`src/rtl/tmr_pkg.sv`:
```
package tmr_pkg;

    localparam logic [7:0] OFS_LOAD   = 8'h00;
    localparam logic [7:0] OFS_CURR   = 8'h04;
    localparam logic [7:0] OFS_CTRL   = 8'h08;
    localparam logic [7:0] OFS_CLR    = 8'h0C;
    localparam logic [7:0] OFS_STAT   = 8'h10;
    localparam logic [7:0] OFS_GSTAT  = 8'hA0;
    localparam logic [7:0] OFS_GCLR   = 8'hA4;
    localparam logic [7:0] OFS_GRAW   = 8'hA8;
    localparam logic [7:0] OFS_VER    = 8'hAC;

    localparam int CTRL_BITS = 3;

    typedef enum logic [0:0] {
        ST_HALT = 1'b0,
        ST_RUN  = 1'b1
    } run_state_e;

    typedef struct packed {
        logic mask;
        logic periodic;
        logic enable;
    } ctrl_t;

endpackage

```
`src/rtl/tmr_apb_regs.sv`:
```
module tmr_apb_regs
    import tmr_pkg::*;
#(
    parameter int DATA_W = 32,
    parameter int ADDR_W = 8
) (
    input  logic              clk,
    input  logic              rst_n,
    input  logic              wr_stb,
    input  logic [ADDR_W-1:0] addr,
    input  logic [DATA_W-1:0] wdata,
    output logic [DATA_W-1:0] load_q,
    output ctrl_t             ctrl_q
);

    logic hit_load;
    logic hit_ctrl;

    always_comb begin
        hit_load = wr_stb && (addr == ADDR_W'(OFS_LOAD));
        hit_ctrl = wr_stb && (addr == ADDR_W'(OFS_CTRL));
    end

    always_ff @(posedge clk or negedge rst_n) begin
        if (!rst_n) begin
            load_q <= '0;
        end else if (hit_load) begin
            load_q <= wdata;
        end
    end

    always_ff @(posedge clk or negedge rst_n) begin
        if (!rst_n) begin
            ctrl_q <= '0;
        end else if (hit_ctrl) begin
            ctrl_q <= ctrl_t'(wdata[CTRL_BITS-1:0]);
        end
    end

endmodule

```
`src/rtl/tmr_count_fsm.sv`:
```
module tmr_count_fsm
    import tmr_pkg::*;
#(
    parameter int DATA_W = 32
) (
    input  logic              clk,
    input  logic              rst_n,
    input  ctrl_t             ctrl,
    input  logic [DATA_W-1:0] load,
    output logic [DATA_W-1:0] cnt_q,
    output run_state_e        state_q,
    output logic              expire
);

    localparam logic [DATA_W-1:0] ALL_ONES = '1;
    localparam logic [DATA_W-1:0] ONE      = DATA_W'(1);

    run_state_e        state_d;
    logic [DATA_W-1:0] cnt_d;

    // state and count register
    always_ff @(posedge clk or negedge rst_n) begin
        if (!rst_n) begin
            state_q <= ST_HALT;
            cnt_q   <= '0;
        end else begin
            state_q <= state_d;
            cnt_q   <= cnt_d;
        end
    end

    // transitions and outputs
    always_comb begin
        state_d = state_q;
        cnt_d   = cnt_q;
        expire  = 1'b0;
        unique case (state_q)
            ST_HALT: begin
                if (ctrl.enable) begin
                    state_d = ST_RUN;
                    cnt_d   = load;
                end
            end
            ST_RUN: begin
                if (!ctrl.enable) begin
                    state_d = ST_HALT;
                end else if (cnt_q == '0) begin
                    expire = 1'b1;
                    cnt_d  = ctrl.periodic ? load : ALL_ONES;
                end else begin
                    cnt_d = cnt_q - ONE;
                end
            end
            default: begin
                state_d = ST_HALT;
            end
        endcase
    end

endmodule

```
`src/rtl/tmr_irq_stat.sv`:
```
module tmr_irq_stat (
    input  logic clk,
    input  logic rst_n,
    input  logic expire,
    input  logic clr,
    output logic raw_q
);

    always_ff @(posedge clk or negedge rst_n) begin
        if (!rst_n) begin
            raw_q <= 1'b0;
        end else if (expire) begin
            raw_q <= 1'b1;
        end else if (clr) begin
            raw_q <= 1'b0;
        end
    end

endmodule

```
`src/rtl/tmr_read_mux.sv`:
```
module tmr_read_mux
    import tmr_pkg::*;
#(
    parameter int          DATA_W  = 32,
    parameter int          ADDR_W  = 8,
    parameter logic [31:0] VERSION = 32'h0102_0304
) (
    input  logic              rd_sel,
    input  logic              rd_acc,
    input  logic [ADDR_W-1:0] addr,
    input  logic [DATA_W-1:0] load,
    input  logic [DATA_W-1:0] cnt,
    input  ctrl_t             ctrl,
    input  logic              raw,
    output logic [DATA_W-1:0] rdata,
    output logic              clr
);

    logic masked;

    always_comb begin
        masked = raw && !ctrl.mask;
        clr    = rd_acc && ((addr == ADDR_W'(OFS_CLR)) ||
                            (addr == ADDR_W'(OFS_GCLR)));
        rdata  = '0;
        if (rd_sel) begin
            unique case (addr)
                ADDR_W'(OFS_LOAD):  rdata = load;
                ADDR_W'(OFS_CURR):  rdata = cnt;
                ADDR_W'(OFS_CTRL):  rdata = DATA_W'(ctrl);
                ADDR_W'(OFS_STAT):  rdata = DATA_W'(masked);
                ADDR_W'(OFS_GSTAT): rdata = DATA_W'(masked);
                ADDR_W'(OFS_GRAW):  rdata = DATA_W'(raw);
                ADDR_W'(OFS_VER):   rdata = DATA_W'(VERSION);
                default:            rdata = '0;
            endcase
        end
    end

endmodule

```
`src/rtl/apb_countdown_timer.sv`:
```
module apb_countdown_timer
    import tmr_pkg::*;
#(
    parameter int          DATA_W  = 32,
    parameter int          ADDR_W  = 8,
    parameter logic [31:0] VERSION = 32'h3230_312A
) (
    input  logic              pclk,
    input  logic              presetn,
    input  logic              psel,
    input  logic              penable,
    input  logic              pwrite,
    input  logic [ADDR_W-1:0] paddr,
    input  logic [DATA_W-1:0] pwdata,
    output logic [DATA_W-1:0] prdata,
    output logic              pready,
    output logic              pslverr,
    output logic              irq_o
);

    logic              wr_stb;
    logic              rd_sel;
    logic              rd_acc;
    logic [DATA_W-1:0] load_w;
    logic [DATA_W-1:0] cnt_w;
    ctrl_t             ctrl_w;
    run_state_e        state_w;
    logic              expire_w;
    logic              raw_w;
    logic              clr_w;

    always_comb begin
        wr_stb  = psel && penable && pwrite;
        rd_sel  = psel && !pwrite;
        rd_acc  = psel && penable && !pwrite;
        pready  = 1'b1;
        pslverr = 1'b0;
        irq_o   = raw_w && !ctrl_w.mask;
    end

    tmr_apb_regs #(.DATA_W(DATA_W), .ADDR_W(ADDR_W)) u_regs (
        .clk    (pclk),
        .rst_n  (presetn),
        .wr_stb (wr_stb),
        .addr   (paddr),
        .wdata  (pwdata),
        .load_q (load_w),
        .ctrl_q (ctrl_w)
    );

    tmr_count_fsm #(.DATA_W(DATA_W)) u_fsm (
        .clk     (pclk),
        .rst_n   (presetn),
        .ctrl    (ctrl_w),
        .load    (load_w),
        .cnt_q   (cnt_w),
        .state_q (state_w),
        .expire  (expire_w)
    );

    tmr_irq_stat u_irq (
        .clk    (pclk),
        .rst_n  (presetn),
        .expire (expire_w),
        .clr    (clr_w),
        .raw_q  (raw_w)
    );

    tmr_read_mux #(.DATA_W(DATA_W), .ADDR_W(ADDR_W), .VERSION(VERSION)) u_rmux (
        .rd_sel (rd_sel),
        .rd_acc (rd_acc),
        .addr   (paddr),
        .load   (load_w),
        .cnt    (cnt_w),
        .ctrl   (ctrl_w),
        .raw    (raw_w),
        .rdata  (prdata),
        .clr    (clr_w)
    );

endmodule

```
`config.mk`:
```
export PLATFORM = sky130hd
export DESIGN_NAME = apb_countdown_timer
export DESIGN_NICKNAME = d
export VERILOG_FILES = /design/src/rtl/tmr_pkg.sv /design/src/rtl/tmr_apb_regs.sv /design/src/rtl/tmr_count_fsm.sv /design/src/rtl/tmr_irq_stat.sv /design/src/rtl/tmr_read_mux.sv /design/src/rtl/apb_countdown_timer.sv
export SDC_FILE = /design/constraint.sdc
export NUM_CORES = 1
export LEC_CHECK = 0
export CAP_MARGIN = 25
export CORE_AREA = 2 2 134 136
export CTS_CLUSTER_SIZE = 25
export DETAILED_ROUTE_END_ITERATION = 6
export DIE_AREA = 0 0 136 138
export GPL_TIMING_DRIVEN = 0
export SLEW_MARGIN = 10
export SYNTH_ARGS = -nofsm -noshare
export SYNTH_HDL_FRONTEND = slang
export SYNTH_SLANG_ARGS = --single-unit
```
`constraint.sdc`:
```
create_clock -name pclk -period 3.3 [get_ports pclk]
set_input_delay 0.495 -clock pclk [delete_from_list [all_inputs] [get_ports pclk]]
set_output_delay 0.495 -clock pclk [all_outputs]
set_load 0.1 [all_outputs]
```
==> run_results.csv <==
group,metric,value,unit
timing,fin_crit,3.17,ns
floorplan,ios,80,
clock_network,clkTransAtPathRegs,0.05,ns
global_routing,grt_max_degree,38,
cells_and_area,area_growth_syn_to_layout,31.4,%
worst_setup_path,crit_type,"in2out",
logic_synthesis,synth_flop_cell,"dfrtp_1",
worst_setup_path,rrSetupSlack,0.32,ns
detailed_routing,dr.pass1.iters,6,
worst_setup_path,crit_start,"paddr[7]",
worst_setup_path,rr_worst_depth,7,
cells_and_area,layout-drive-gt1-share,24.1,%
logic_synthesis,yosys_warnings,0,
worst_setup_path,endpoint,"prdata[10]",
global_routing,grt_pass1_wl,22.8,mm
clock_network,clockBufferDepth,2,
timing,setup_violations,0,
floorplan,fp.coreArea,17500,sq um
detailed_routing,via_per_inst,5.30,
cells_and_area,final_nets,578,
logic_synthesis,syn_area_per_cell,9.65,sq um
worst_setup_path,arrival,2.68,ns
clock_network,cts_root_buffer,"clkbuf_16",
logic_synthesis,synth_area,4260,sq um
logic_synthesis,syn_nets,488,
power_and_ir_drop,p_leak,2.21,nW
run,max-cap-violations,0,
worst_setup_path,start_kind,"input pin",
logic_synthesis,synth_edf_count,0,
floorplan,initial_utilization,24.3,%
floorplan,die_y,138,microns
logic_synthesis,async_flop_share,100,%
logic_synthesis,ys_seq_area_share,40.6,%
clock_network,htreeDepth,3,
power_and_ir_drop,power-per-cell-area,484,nW/um^2
placed_design,placed_area,5340,sq um
worst_setup_path,cp_data_required_time,2.80,ns
global_routing,antenna_found_initial,0,
logic_synthesis,synth_cells,441,
logic_synthesis,netlist.area_leader.share,40.6,%
cells_and_area,antenna_cells,0,
timing,drv_slew,0,
clock_network,worstSkewPairLatency,0.34,ns
worst_hold_path,hold_class,"in2async",
floorplan,rows,49,
global_routing,grtUsageTotal,15.6,%
timing,fin_crit_sh,96.1,%
placed_design,place_congestion,0.897,
logic_synthesis,ys_seq_elements,69,
timing,hold_violations,0,
timing,finClkSkew,0.00368,ns
power_and_ir_drop,clock_power_share,32.1,%
worst_setup_path,end_kind,"output port",
logic_synthesis,synthTopCellsByArea,"dfrtp_1 (41%), mux2_2 (8.5%), nor2_1 (5.5%), nor3_1 (4.0%), a22oi_1 (3.4%)",
global_routing,overflow,0,
detailed_routing,drc,0,
worst_setup_path,regToRegStartpoint,"u_fsm.cnt_q[0]",
power_and_ir_drop,power_frac_seq,43.0,%
timing,fmax,315,MHz
timing,setup_tns,0,ns
power_and_ir_drop,sw_frac_of_total,34.4,%
clock_network,hold_buffers,0,
detailed_routing,postRouteAntennaNets,0,
worst_setup_path,r2r-end,"u_fsm.cnt_q[30]",
floorplan,die_x,136,microns
placed_design,port_buffers,76,
detailed_routing,drt-initial-drc-count,435,
timing,worstMarginPinSlew,0.963,ns
timing,rsz0062_at_grt,"no",
worst_setup_path,path_max_fanout,10,
clock_network,cts_inserted_buffers,9,
power_and_ir_drop,ir_drop,235,uV
power_and_ir_drop,switching_power,0.000929,W
power_and_ir_drop,power.internal,0.00177,W
detailed_routing,vias,4048,
outcome,status,"complete, no violations",
detailed_routing,wl,14.6,mm
logic_synthesis,ys_types,56,
cells_and_area,fin_area,5590,sq um
timing,maxSlewHeadroom,35.6,%
placed_design,hpwl,10.6,mm
power_and_ir_drop,combinationalPowerShare,24.9,%
detailed_routing,wl_per_cell,19.2,microns
global_routing,grt_pass1_vias,4068,
clock_network,cts.sinks,69,
floorplan,die_area,18800,sq um
clock_network,tritoncts,"yes",
logic_synthesis,yosys.area.top_type,"dfrtp_1",
==> Yosys cell counts, types with 3 or more instances <==
library cell and n:
dfrtp_1 69, inv_1 9, o32ai_1 4, buf_2 5, buf_4 6, nor4_1 9
o22ai_1 10, mux2_1 3, nor4b_1 3, buf_1 3, nor3_1 34, nand4_1 15
o21ai_0 5, or3_1 3, and3_1 3, nand4b_1 4, nand3_1 10, a221oi_1 12
o21a_1 7, nand2_1 12, a21oi_1 3, or2_2 3, buf_6 4, and4_1 13
mux2_2 32, nand2b_1 5, nor3b_1 7, nor2_1 62, clkbuf_1 19, o221a_1 10
nor4_2 7, a22oi_1 19
==> power by group through the flow <==
stage | Sequential, W | Clock, W | Combinational (W)
floorplan | 0.00112 | 0 | 0.000473
global placement | 0.00116 | 0 | 0.000644
detailed placement | 0.00117 | 0 | 0.000659
CTS | 0.00115 | 0.000886 | 0.000666
global route | 0.00119 | 0.000919 | 0.000732
finish | 0.00116 | 0.000867 | 0.000672
==> how the worst min path moves through the flow <==
stage                            from           endpoint  cells after the start
after floorplan               presetn     u_fsm.cnt_q[0]                      0
final                         presetn  u_regs.load_q[20]                      1
after global placement    u_irq.raw_q        u_irq.raw_q                      2
after detailed placement      presetn  u_regs.load_q[20]                      1
after CTS                     presetn    u_fsm.cnt_q[19]                      1
after global routing          presetn  u_regs.load_q[20]                      1
==> state kept, by name (all words and copies together) (netlist names) <==
signal,count
u_fsm.state_q,1
u_irq.raw_q,1
u_fsm.cnt_q,32
u_regs.load_q,32
u_regs.ctrl_q,3
==> metal layers <==
layer | track usage, % | vias to the layer above | share of wire [%]
met4 | 6.85 | 0 | 2.3
li1 | - | 1878 | -
met3 | 2.90 | 29 | 8.8
met5 | 0 | - | 0
met2 | 24.0 | 199 | 44
met1 | 21.3 | 1942 | 45
==> what timing repair did <==
action                                  4_1_cts  5_1_grt
buffers inserted                              1        1
gates resized for setup                     202       11
pin swaps                                     0        1
endpoints found under the setup margin       32       32
==> stage by stage <==
step                utilization (%)  instances  hold WS (ns)  power (W)  worst slack, ns
floorplan                         -        441         0.199    0.00159           -0.120
global placement               30.3        746         0.500    0.00180            -1.26
detailed placement             30.4        747         0.474    0.00183            -1.24
CTS                            31.7        763         0.117    0.00271           0.0257
global route                   31.9        764         0.131    0.00284          0.00245
finish                         31.9        764         0.105    0.00270            0.127
==> placed cells by master (no fill, tap or decap), types with 8 or more instances in the layout <==
cell type and n:
a22oi_1 19, a221oi_1 12, nand3_1 10, o221a_1 10, clkbuf_16 9, nand2_1 12, buf_6 8, buf_4 36
nor4_1 9, inv_1 9, and4_1 13, nor2_1 59, o22ai_1 10, nand4_1 15, mux2_2 32, clkdlybuf4s50_1 43
nor3_1 32, dfrtp_1 69, clkbuf_1 13
==> cell families (layout without fill, tap and decap cells) <==
logic type / count (synthesis) / after routing / synth area share [%]
compound gates: 89 / 89 / 17.4
fa+ha+maj: 3 / 3 / 0.823
simple gates: 197 / 197 / 26.3
buf+inv: 46 / 140 / 5.44
flops: 69 / 69 / 40.6
other cells: 2 / 2 / 0.176
mux: 35 / 35 / 9.26
==> cell type report <==
cell class | count | area [sq um]
fillers | 1876 | 11900
multi-input cells | 326 | 2340
flip-flops and latches | 69 | 1730
repair buffers | 79 | 726
well taps | 229 | 287
clock buffers | 13 | 250
plain buffers | 37 | 214
inverters | 9 | 33.8
clock inverters | 2 | 10.0
==> critical path, stage by stage <==
cell	delay, ns
clkdlybuf4s50_1	0.52
or2_2	0.41
nor3_4	0.27
clkbuf_2	0.34
a22oi_1	0.14
nor2_1	0.18
buf_4	0.32
Note: power is estimated with default switching activity, not from simulation.
